### config.mk
export PLATFORM = sky130hd
export DESIGN_NAME = irq_route_ctrl
export DESIGN_NICKNAME = d
export VERILOG_FILES = /design/src/rtl/irq_route_pkg.sv /design/src/rtl/irq_cfg_bank.sv /design/src/rtl/irq_pend_bank.sv /design/src/rtl/irq_line_merge.sv /design/src/rtl/irq_route_ctrl.sv
export SDC_FILE = /design/constraint.sdc
export NUM_CORES = 2
export LEC_CHECK = 0
export BUFFER_PORTS_ARGS = -buffer_cell sky130_fd_sc_hd__buf_2
export CORE_ASPECT_RATIO = 0.5
export CORE_MARGIN = 1.5
export CORE_UTILIZATION = 63
export CTS_CLUSTER_DIAMETER = 60
export DETAILED_ROUTE_END_ITERATION = 10
export PLACE_DENSITY_LB_ADDON = 0.12
export SKIP_LAST_GASP = 1
export SYNTH_ARGS = -nofsm -noshare
export SYNTH_HDL_FRONTEND = slang
export SYNTH_SLANG_ARGS = --single-unit
### constraint.sdc
create_clock -name clk -period 3.09 [get_ports clk]
set_clock_uncertainty 0.05 [all_clocks]
set_input_delay 0.618 -clock clk [delete_from_list [all_inputs] [get_ports clk]]
set_output_delay 0.618 -clock clk [all_outputs]
set_load 0.1 [all_outputs]
### src/rtl/irq_route_pkg.sv
package irq_route_pkg;

  localparam int BUS_W   = 64;
  localparam int TID_W   = 23;
  localparam int ROUTE_W = 4;
  localparam int EN_BIT  = 31;
  localparam int TID_LSB = 8;

  typedef enum logic [1:0] {
    RG_CFG  = 2'd0,
    RG_PEND = 2'd1,
    RG_SET  = 2'd2,
    RG_CLR  = 2'd3
  } region_e;

  typedef struct packed {
    logic               en;
    logic [TID_W-1:0]   tid;
    logic [ROUTE_W-1:0] route;
  } src_cfg_t;

  function automatic src_cfg_t word_to_cfg(input logic [BUS_W-1:0] w);
    src_cfg_t c;
    c.en    = w[EN_BIT];
    c.tid   = w[TID_LSB +: TID_W];
    c.route = w[ROUTE_W-1:0];
    return c;
  endfunction

  function automatic logic [BUS_W-1:0] cfg_to_word(input src_cfg_t c);
    logic [BUS_W-1:0] w;
    w                    = '0;
    w[EN_BIT]            = c.en;
    w[TID_LSB +: TID_W]  = c.tid;
    w[ROUTE_W-1:0]       = c.route;
    return w;
  endfunction

endpackage

### src/rtl/irq_cfg_bank.sv
module irq_cfg_bank
  import irq_route_pkg::*;
#(
  parameter int NUM_SRC = 32,
  localparam int IDX_W  = $clog2(NUM_SRC)
) (
  input  logic                 clk,
  input  logic                 rst_n,
  input  logic                 wr_en,
  input  logic [IDX_W-1:0]     wr_idx,
  input  logic [BUS_W-1:0]     wr_data,
  output src_cfg_t             cfg_q [NUM_SRC]
);

  src_cfg_t wr_cfg;
  assign wr_cfg = word_to_cfg(wr_data);

  logic unused_cfg_bits;
  assign unused_cfg_bits = ^{wr_data[BUS_W-1:EN_BIT+1], wr_data[TID_LSB-1:ROUTE_W]};

  for (genvar g = 0; g < NUM_SRC; g++) begin : g_word
    always_ff @(posedge clk or negedge rst_n) begin
      if (!rst_n)
        cfg_q[g] <= '0;
      else if (wr_en && (wr_idx == IDX_W'(g)))
        cfg_q[g] <= wr_cfg;
    end
  end

endmodule

### src/rtl/irq_pend_bank.sv
module irq_pend_bank #(
  parameter int NUM_SRC = 32,
  parameter int NUM_HW  = 16
) (
  input  logic               clk,
  input  logic               rst_n,
  input  logic [NUM_HW-1:0]  hw_in,
  input  logic [NUM_SRC-1:0] set_mask,
  input  logic [NUM_SRC-1:0] clr_mask,
  output logic [NUM_SRC-1:0] hw_rise,
  output logic [NUM_SRC-1:0] pend_q
);

  logic [NUM_HW-1:0]  hw_q;
  logic [NUM_SRC-1:0] pend_d;

  always_ff @(posedge clk or negedge rst_n) begin
    if (!rst_n) hw_q <= '0;
    else        hw_q <= hw_in;
  end

  always_comb begin
    hw_rise               = '0;
    hw_rise[NUM_HW-1:0]   = hw_in & ~hw_q;
  end

  // Any set source (edge or register) wins over a clear in the same cycle.
  assign pend_d = (pend_q & ~clr_mask) | set_mask | hw_rise;

  always_ff @(posedge clk or negedge rst_n) begin
    if (!rst_n) pend_q <= '0;
    else        pend_q <= pend_d;
  end

endmodule

### src/rtl/irq_line_merge.sv
module irq_line_merge
  import irq_route_pkg::*;
#(
  parameter int NUM_SRC   = 32,
  parameter int NUM_OUT   = 5,
  parameter int THREAD_ID = 0
) (
  input  src_cfg_t             cfg_q [NUM_SRC],
  input  logic [NUM_SRC-1:0]   pend_q,
  output logic [NUM_OUT-1:0]   lines
);

  logic [NUM_SRC-1:0] live;

  always_comb begin
    for (int i = 0; i < NUM_SRC; i++)
      live[i] = pend_q[i] && cfg_q[i].en && (cfg_q[i].tid == TID_W'(THREAD_ID));
  end

  for (genvar n = 0; n < NUM_OUT; n++) begin : g_line
    always_comb begin
      lines[n] = 1'b0;
      for (int i = 0; i < NUM_SRC; i++)
        if (live[i] && (cfg_q[i].route == ROUTE_W'(n)))
          lines[n] = 1'b1;
    end
  end

endmodule

### src/rtl/irq_route_ctrl.sv
module irq_route_ctrl
  import irq_route_pkg::*;
#(
  parameter int NUM_SRC   = 32,
  parameter int NUM_HW    = 16,
  parameter int NUM_OUT   = 5,
  parameter int THREAD_ID = 0,
  localparam int IDX_W    = $clog2(NUM_SRC),
  localparam int ADDR_W   = IDX_W + 3
) (
  input  logic               clk,
  input  logic               rst_n,
  input  logic [NUM_HW-1:0]  hw_irq_in,
  input  logic               bus_req,
  input  logic               bus_we,
  input  logic [1:0]         bus_region,
  input  logic [ADDR_W-1:0]  bus_addr,
  input  logic [63:0]        bus_wdata,
  output logic [63:0]        bus_rdata,
  output logic [NUM_OUT-1:0] irq_out
);

  region_e            rg;
  logic               wr_any;
  logic               rd_any;
  logic [IDX_W-1:0]   idx;
  logic [NUM_SRC-1:0] set_mask;
  logic [NUM_SRC-1:0] clr_mask;
  logic [NUM_SRC-1:0] pend_q;
  logic [NUM_SRC-1:0] hw_rise;
  src_cfg_t           cfg_q [NUM_SRC];

  assign rg     = region_e'(bus_region);
  assign wr_any = bus_req && bus_we;
  assign rd_any = bus_req && !bus_we;
  assign idx    = bus_addr[ADDR_W-1:3];

  assign set_mask = (wr_any && rg == RG_SET) ? bus_wdata[NUM_SRC-1:0] : '0;
  assign clr_mask = (wr_any && rg == RG_CLR) ? bus_wdata[NUM_SRC-1:0] : '0;

  logic unused_bus_bits;
  assign unused_bus_bits = ^{bus_addr[2:0], bus_wdata[63:NUM_SRC]};

  irq_cfg_bank #(.NUM_SRC(NUM_SRC)) cfg_i (
    .clk     (clk),
    .rst_n   (rst_n),
    .wr_en   (wr_any && rg == RG_CFG),
    .wr_idx  (idx),
    .wr_data (bus_wdata),
    .cfg_q   (cfg_q)
  );

  irq_pend_bank #(.NUM_SRC(NUM_SRC), .NUM_HW(NUM_HW)) pend_i (
    .clk      (clk),
    .rst_n    (rst_n),
    .hw_in    (hw_irq_in),
    .set_mask (set_mask),
    .clr_mask (clr_mask),
    .hw_rise  (hw_rise),
    .pend_q   (pend_q)
  );

  irq_line_merge #(.NUM_SRC(NUM_SRC), .NUM_OUT(NUM_OUT), .THREAD_ID(THREAD_ID)) merge_i (
    .cfg_q  (cfg_q),
    .pend_q (pend_q),
    .lines  (irq_out)
  );

  always_ff @(posedge clk or negedge rst_n) begin
    if (!rst_n) begin
      bus_rdata <= '0;
    end else if (rd_any) begin
      case (rg)
        RG_CFG:  bus_rdata <= cfg_to_word(cfg_q[idx]);
        RG_PEND: bus_rdata <= 64'(pend_q);
        default: bus_rdata <= '0;
      endcase
    end
  end

endmodule

; After elaboration in Yosys (flattened, before gate mapping)
; Index checks and enable logic that the tools add are counted.
[totals]
ram_bits = 0
inputBits = 94
memories = 0
romBits = 0
regBits = 1008
wordCells = 763
output_inout_bits = 69
latch_bits = 0
[classes]
mul = 0
order_cmp = 1
div = 0
add_sub_neg = 0
n_eq_ne = 162
shifts = 0
n_bitwise = 7
muxes = 166
n_reduce_logical = 328
[ops]
columns = cell, count
row1 = $logic_not 23->1, 32
row2 = $logic_and 1x1->1, 261
row3 = $eq 4x2->1 const B, 64
row4 = $mux 1, 160
row5 = $bmux 28 s5, 1
row6 = $eq 4x1->1 const B, 32
row7 = $eq 4x3->1 const B, 32
row8 = $logic_not 4->1, 32
row9 = $eq 5x5->1 const B, 16
row10 = $mux 32, 2
row11 = $pmux 32 s2, 1
row12 = $mux 28, 2
row13 = $eq 5x4->1 const B, 8
row14 = $and 32x32->32, 1
row15 = $not 32->32, 1
row16 = $or 32x16->32, 1
row17 = $or 32x32->32, 1
row18 = $eq 5x3->1 const B, 4
row19 = $and 16x16->16, 1
row20 = $not 16->16, 1
row21 = $eq 5x2->1 const B, 2
row22 = $ge 6x6->1 const B, 1
row23 = $not 5->6, 1
row24 = $eq 5x1->1 const B, 1
row25 = other kinds (5), 6

; Longest topological paths before layout
[depth]
depth_word = 35
ltp_mapped = 10
mapped_depth_nobuf = 6

; Hierarchy
; A second synthesis with hierarchy kept.
[hier_totals]
cells_unflattened = 3648
hier_area_um2 = 48895.6
[by_module_without_submodules]
columns = mod, area_per_inst_um2, seq_area_each_um2, cells_per_inst, instances
row1 = irq_cfg_bank, 33557.2, 22421.5, 1998, 1
row2 = irq_route_ctrl, 9322.7, 800.8, 833, 1
row3 = irq_line_merge, 4090.2, 0.0, 672, 1
row4 = irq_pend_bank, 1925.6, 1201.2, 145, 1

; Least setup slack after synthesis
; OpenSTA, ideal clock, no wires.
[synth_timing]
path_kind = register -> output
start = register, netlist name cfg_i.cfg_q[236]
end = output port irq_out[1]
required_time_ps = 2422
arrival_ps = 2378
path_stages_with_launch = 7
slack_ps = 44
path_buffers = 0
path_cell_list = dfrtp_1 nor4_1 or4b_2 nor3_1 a211oi_1 nand4_1 or3_1
[synth_via]
elab_chain_len = 12
[synth_lines]
columns = item, line
row1 = $logic_not 23->1, irq_line_merge.sv:17  ; live[i] = pend_q[i] && cfg_q[i].en && (cfg_q[i].tid == TID_W'(THREAD_ID));
row2 = $logic_and 1x1->1, irq_line_merge.sv:17
row3 = $logic_and 1x1->1, irq_line_merge.sv:24  ; if (live[i] && (cfg_q[i].route == ROUTE_W'(n)))
row4 = $mux 1 (9 in series), irq_line_merge.sv:24
row5 = to (decl), irq_route_ctrl.sv:20  ; output logic [NUM_OUT-1:0] irq_out
; No other way between the ends.

; Final worst setup path
[layout_timing]
start = register, netlist name cfg_i.cfg_q[608]
end = output port irq_out[2]
[layout_via]
elab_chain_len = 25
[layout_lines]
columns = item, line
row1 = $logic_not 23->1, irq_line_merge.sv:17
row2 = $logic_and 1x1->1, irq_line_merge.sv:17
row3 = $logic_and 1x1->1, irq_line_merge.sv:24
row4 = $mux 1 (22 in series), irq_line_merge.sv:24
; No other way between the ends.

==> summary.txt <==
outcome: finished with violations
failing checks: setup timing
final count of hold timing violations: 0
antenna violations before repair: 5
dpl cell area: 54,740 sq um
Post-synth top cells: 976 x dfrtp_1, 853 x mux2_2, 236 x mux4_2
clock share of power: 37.7%
core area: 74,980 sq um
Final setup viols: 5
Die H: 197.5 um
R2R Setup Slk: 0.43 ns
Net Sw Frac: 28.65%
routed wire length: 173,400 um
Syn-to-layout area delta: 24.72%
mux share of post-synthesis cell area: 32.30%
XOR/XNOR share of the synthesized area: 0%
area of the multi-input gates: 23,120 sq um
Reg power frac: 45.0%
crit path time final: 3.721 ns
root buffer cell: clkbuf_16
Critical Path End Type: output pin
first-pass GRT wire length: 250,900 um
Worst EP required: 2.42 ns
Layout Cell Area excl Fill: 59,450 sq um
vias in the first global route: 36,633
largest net degree at the start of global routing: 88
unrepaired setup endpoints after global routing: yes
worst r2r src: cfg_i.cfg_q[503]
post-synthesis sequential area ratio: 51.24%
CP Class: reg -> out
post-route clock period utilization: 120.4%
Slew Viols, Final: 0
PwrDens: 528.0 nW/um^2
asr flop ratio synth: 100.0%
Syn Area/Cell: 13.86 sq um
Switching Power: 8.994 mW
CTS buffer count: 86
worst hold path class: in -> reg
Int Pwr: 22.40 mW
Yosys cell types: 54
via count: 36,813
final core occ: 79.29%
GRT overflow: 0
Min-Delay Endpoint: pend_i.pend_q[4]
dpl hpwl: 123,500 um
antenna viol nets, final: 0
dpl ws: -0.4511 ns
Fmax: 268.8 MHz
storage element area: 24,430 sq um
Worst Hold Launch: bus_wdata[4]
Mapped Cells: 3,440
Starting Density: 63.58%
share of the synthesized area in the top cell type: 51.24%
Compound-Gate Fraction of Synth Area: 3.816%
YS warnings: 0
router iterations before antenna repair: 8
largest cells by area after synthesis: dfrtp_1 51%, mux2_2 20%, mux4_2 11%
max cap viols: 0
Synth area leader: dfrtp_1
count leader, synth: dfrtp_1
Post-synth EDFFs: 0
GP Congestion: 1.045
Hold WS: 0.1878 ns
Worst Hold Path Cells: 4
CTS H-tree depth: 3
final worst slack: -0.6307 ns
Worst R2R Path Depth: 7
Layout Nets: 4,255
Post-Synth Simple-Gate Area: 9.321%
layout cell share with drive strength beyond 1: 54.26%
reg2reg end: bus_rdata[31]
Die ar.: 77,420 sq um
initial detailed-routing violation count: 4,702
worst vdd ir: 0.0006220 V
critical path launch point type: flop
DRC: 0
Logic pwr share: 17.3%
Most used DFF post-synth: dfrtp_1
row cnt: 71
# IOs: 163
CTS Buffer Depth: 3
largest family of logic cells by synthesized area: multiplexers
Post-Syn Area: 47,670 sq um
worst slew pin tran: 1.025 ns
LEAKAGE: 28.37 nW
CP max FO: 3
Adder-Cell Fraction of Synth Area: 0%
relative slew slack: 31.66%
clk_lat worst skew: 0.71 ns
PortBufs: 95
Worst-path clk slew: 0.07 ns
Filler cells: 4,258
CTS sink count: 976
Wirelength per Cell: 33.02 um
CP arrival: 3.05 ns
Chip Width: 392.0 um
vias per inst: 7.008
CTS tree: yes
all-layer global routing usage: 45.32%
post-synthesis register bit count: 976
==> repair_timing <==
action	4_1_cts	5_1_grt
endpoints found under the setup margin	5	5
hold buffers	17	0
hold endpoints to repair	54	0
buffers inserted	21	12
resized for setup	169	53
pin swaps	58	28
==> power by group through the flow <==
stage	clock network (mW)	logic (mW)	registers, mW
global route	12.4	5.61	14.2
global placement	0	4.83	14.2
CTS	11.8	5.19	14.1
floorplan	0	2.22	14.4
detailed placement	0	4.93	14.3
finish	11.8	5.42	14.1
==> area by class of cell <==
class / instances / share of cell area, %
Multi-Input combinational cell: 2181 / 38.88
Clock buffer: 119 / 4.186
Timing Repair Buffer: 885 / 12.53
Sequential cell: 976 / 41.09
Clock inverter: 38 / 0.9534
Tap cell: 1022 / 2.151
Inverter: 31 / 0.1957
Antenna cell: 1 / 0.004209
==> routing by layer <==
layer | wire length, um | global-route usage (%)
met1 | 67160 | 63.54
met2 | 75830 | 66.98
met3 | 23680 | 15.35
met4 | 6730 | 14.48
met5 | 41 | 0
==> worst max-delay path by stage <==
stage,start,endpoint,slack (ns),depth (start not counted)
after floorplan,cfg_i.cfg_q[236],irq_out[1],0.04,6
after global placement,cfg_i.cfg_q[544],irq_out[3],-0.46,7
after detailed placement,cfg_i.cfg_q[544],irq_out[3],-0.45,7
after CTS,cfg_i.cfg_q[636],irq_out[2],-0.58,9
after global routing,cfg_i.cfg_q[834],irq_out[3],-0.65,10
final,cfg_i.cfg_q[608],irq_out[2],-0.63,10
==> registers in the layout (all words and copies together) (netlist names) <==
register       flops
cfg_i.cfg_q      896
pend_i.hw_q       16
pend_i.pend_q     32
bus_rdata         32
==> worst max-delay path, stage by stage (launching register included) <==
cell	delay, ns
dfrtp_1	0.44
nor4_4	0.08
buf_4	0.14
nand4_1	0.11
buf_6	0.15
buf_4	0.13
nor3_2	0.06
a311oi_4	0.27
nand4_1	0.17
or4_4	0.61
buf_12	0.19
==> kinds of logic after synthesis <==
logic type             after synthesis
other                                1
buffers and inverters              314
DFF                                976
AOI/OAI and AO/OA                  233
and+or+nand+nor                    784
muxes                             1132
==> per-stage QoR <==
| step | TNS, ns | cells | total power [mW] |
|---|---|---|---|
| finish | -3.004 | 5253 | 31.39 |
| CTS | -2.795 | 5244 | 31.09 |
| floorplan | 0 | 3471 | 16.58 |
| detailed placement | -2.351 | 5061 | 19.20 |
| global route | -3.105 | 5253 | 32.14 |
| global placement | -1.910 | 5061 | 19.06 |
==> placed cells by master (no fill, tap or decap), drive strengths merged, types with 19 or more instances in the layout <==
cell	synthesis	routed
a221o	19	19
a221oi	38	38
a22o	42	42
a22oi	22	22
buf	164	868
clkbuf	119	119
clkinv	0	20
conb	1	32
dfrtp	976	976
inv	31	36
mux2	890	890
mux4	236	236
nand2	150	150
nand3	48	48
nand4	51	51
nor2	107	107
nor3	110	110
nor4	157	157
nor4b	64	64
o21ai	31	31
o22ai	19	19
Power figures use the tool's default switching activity.
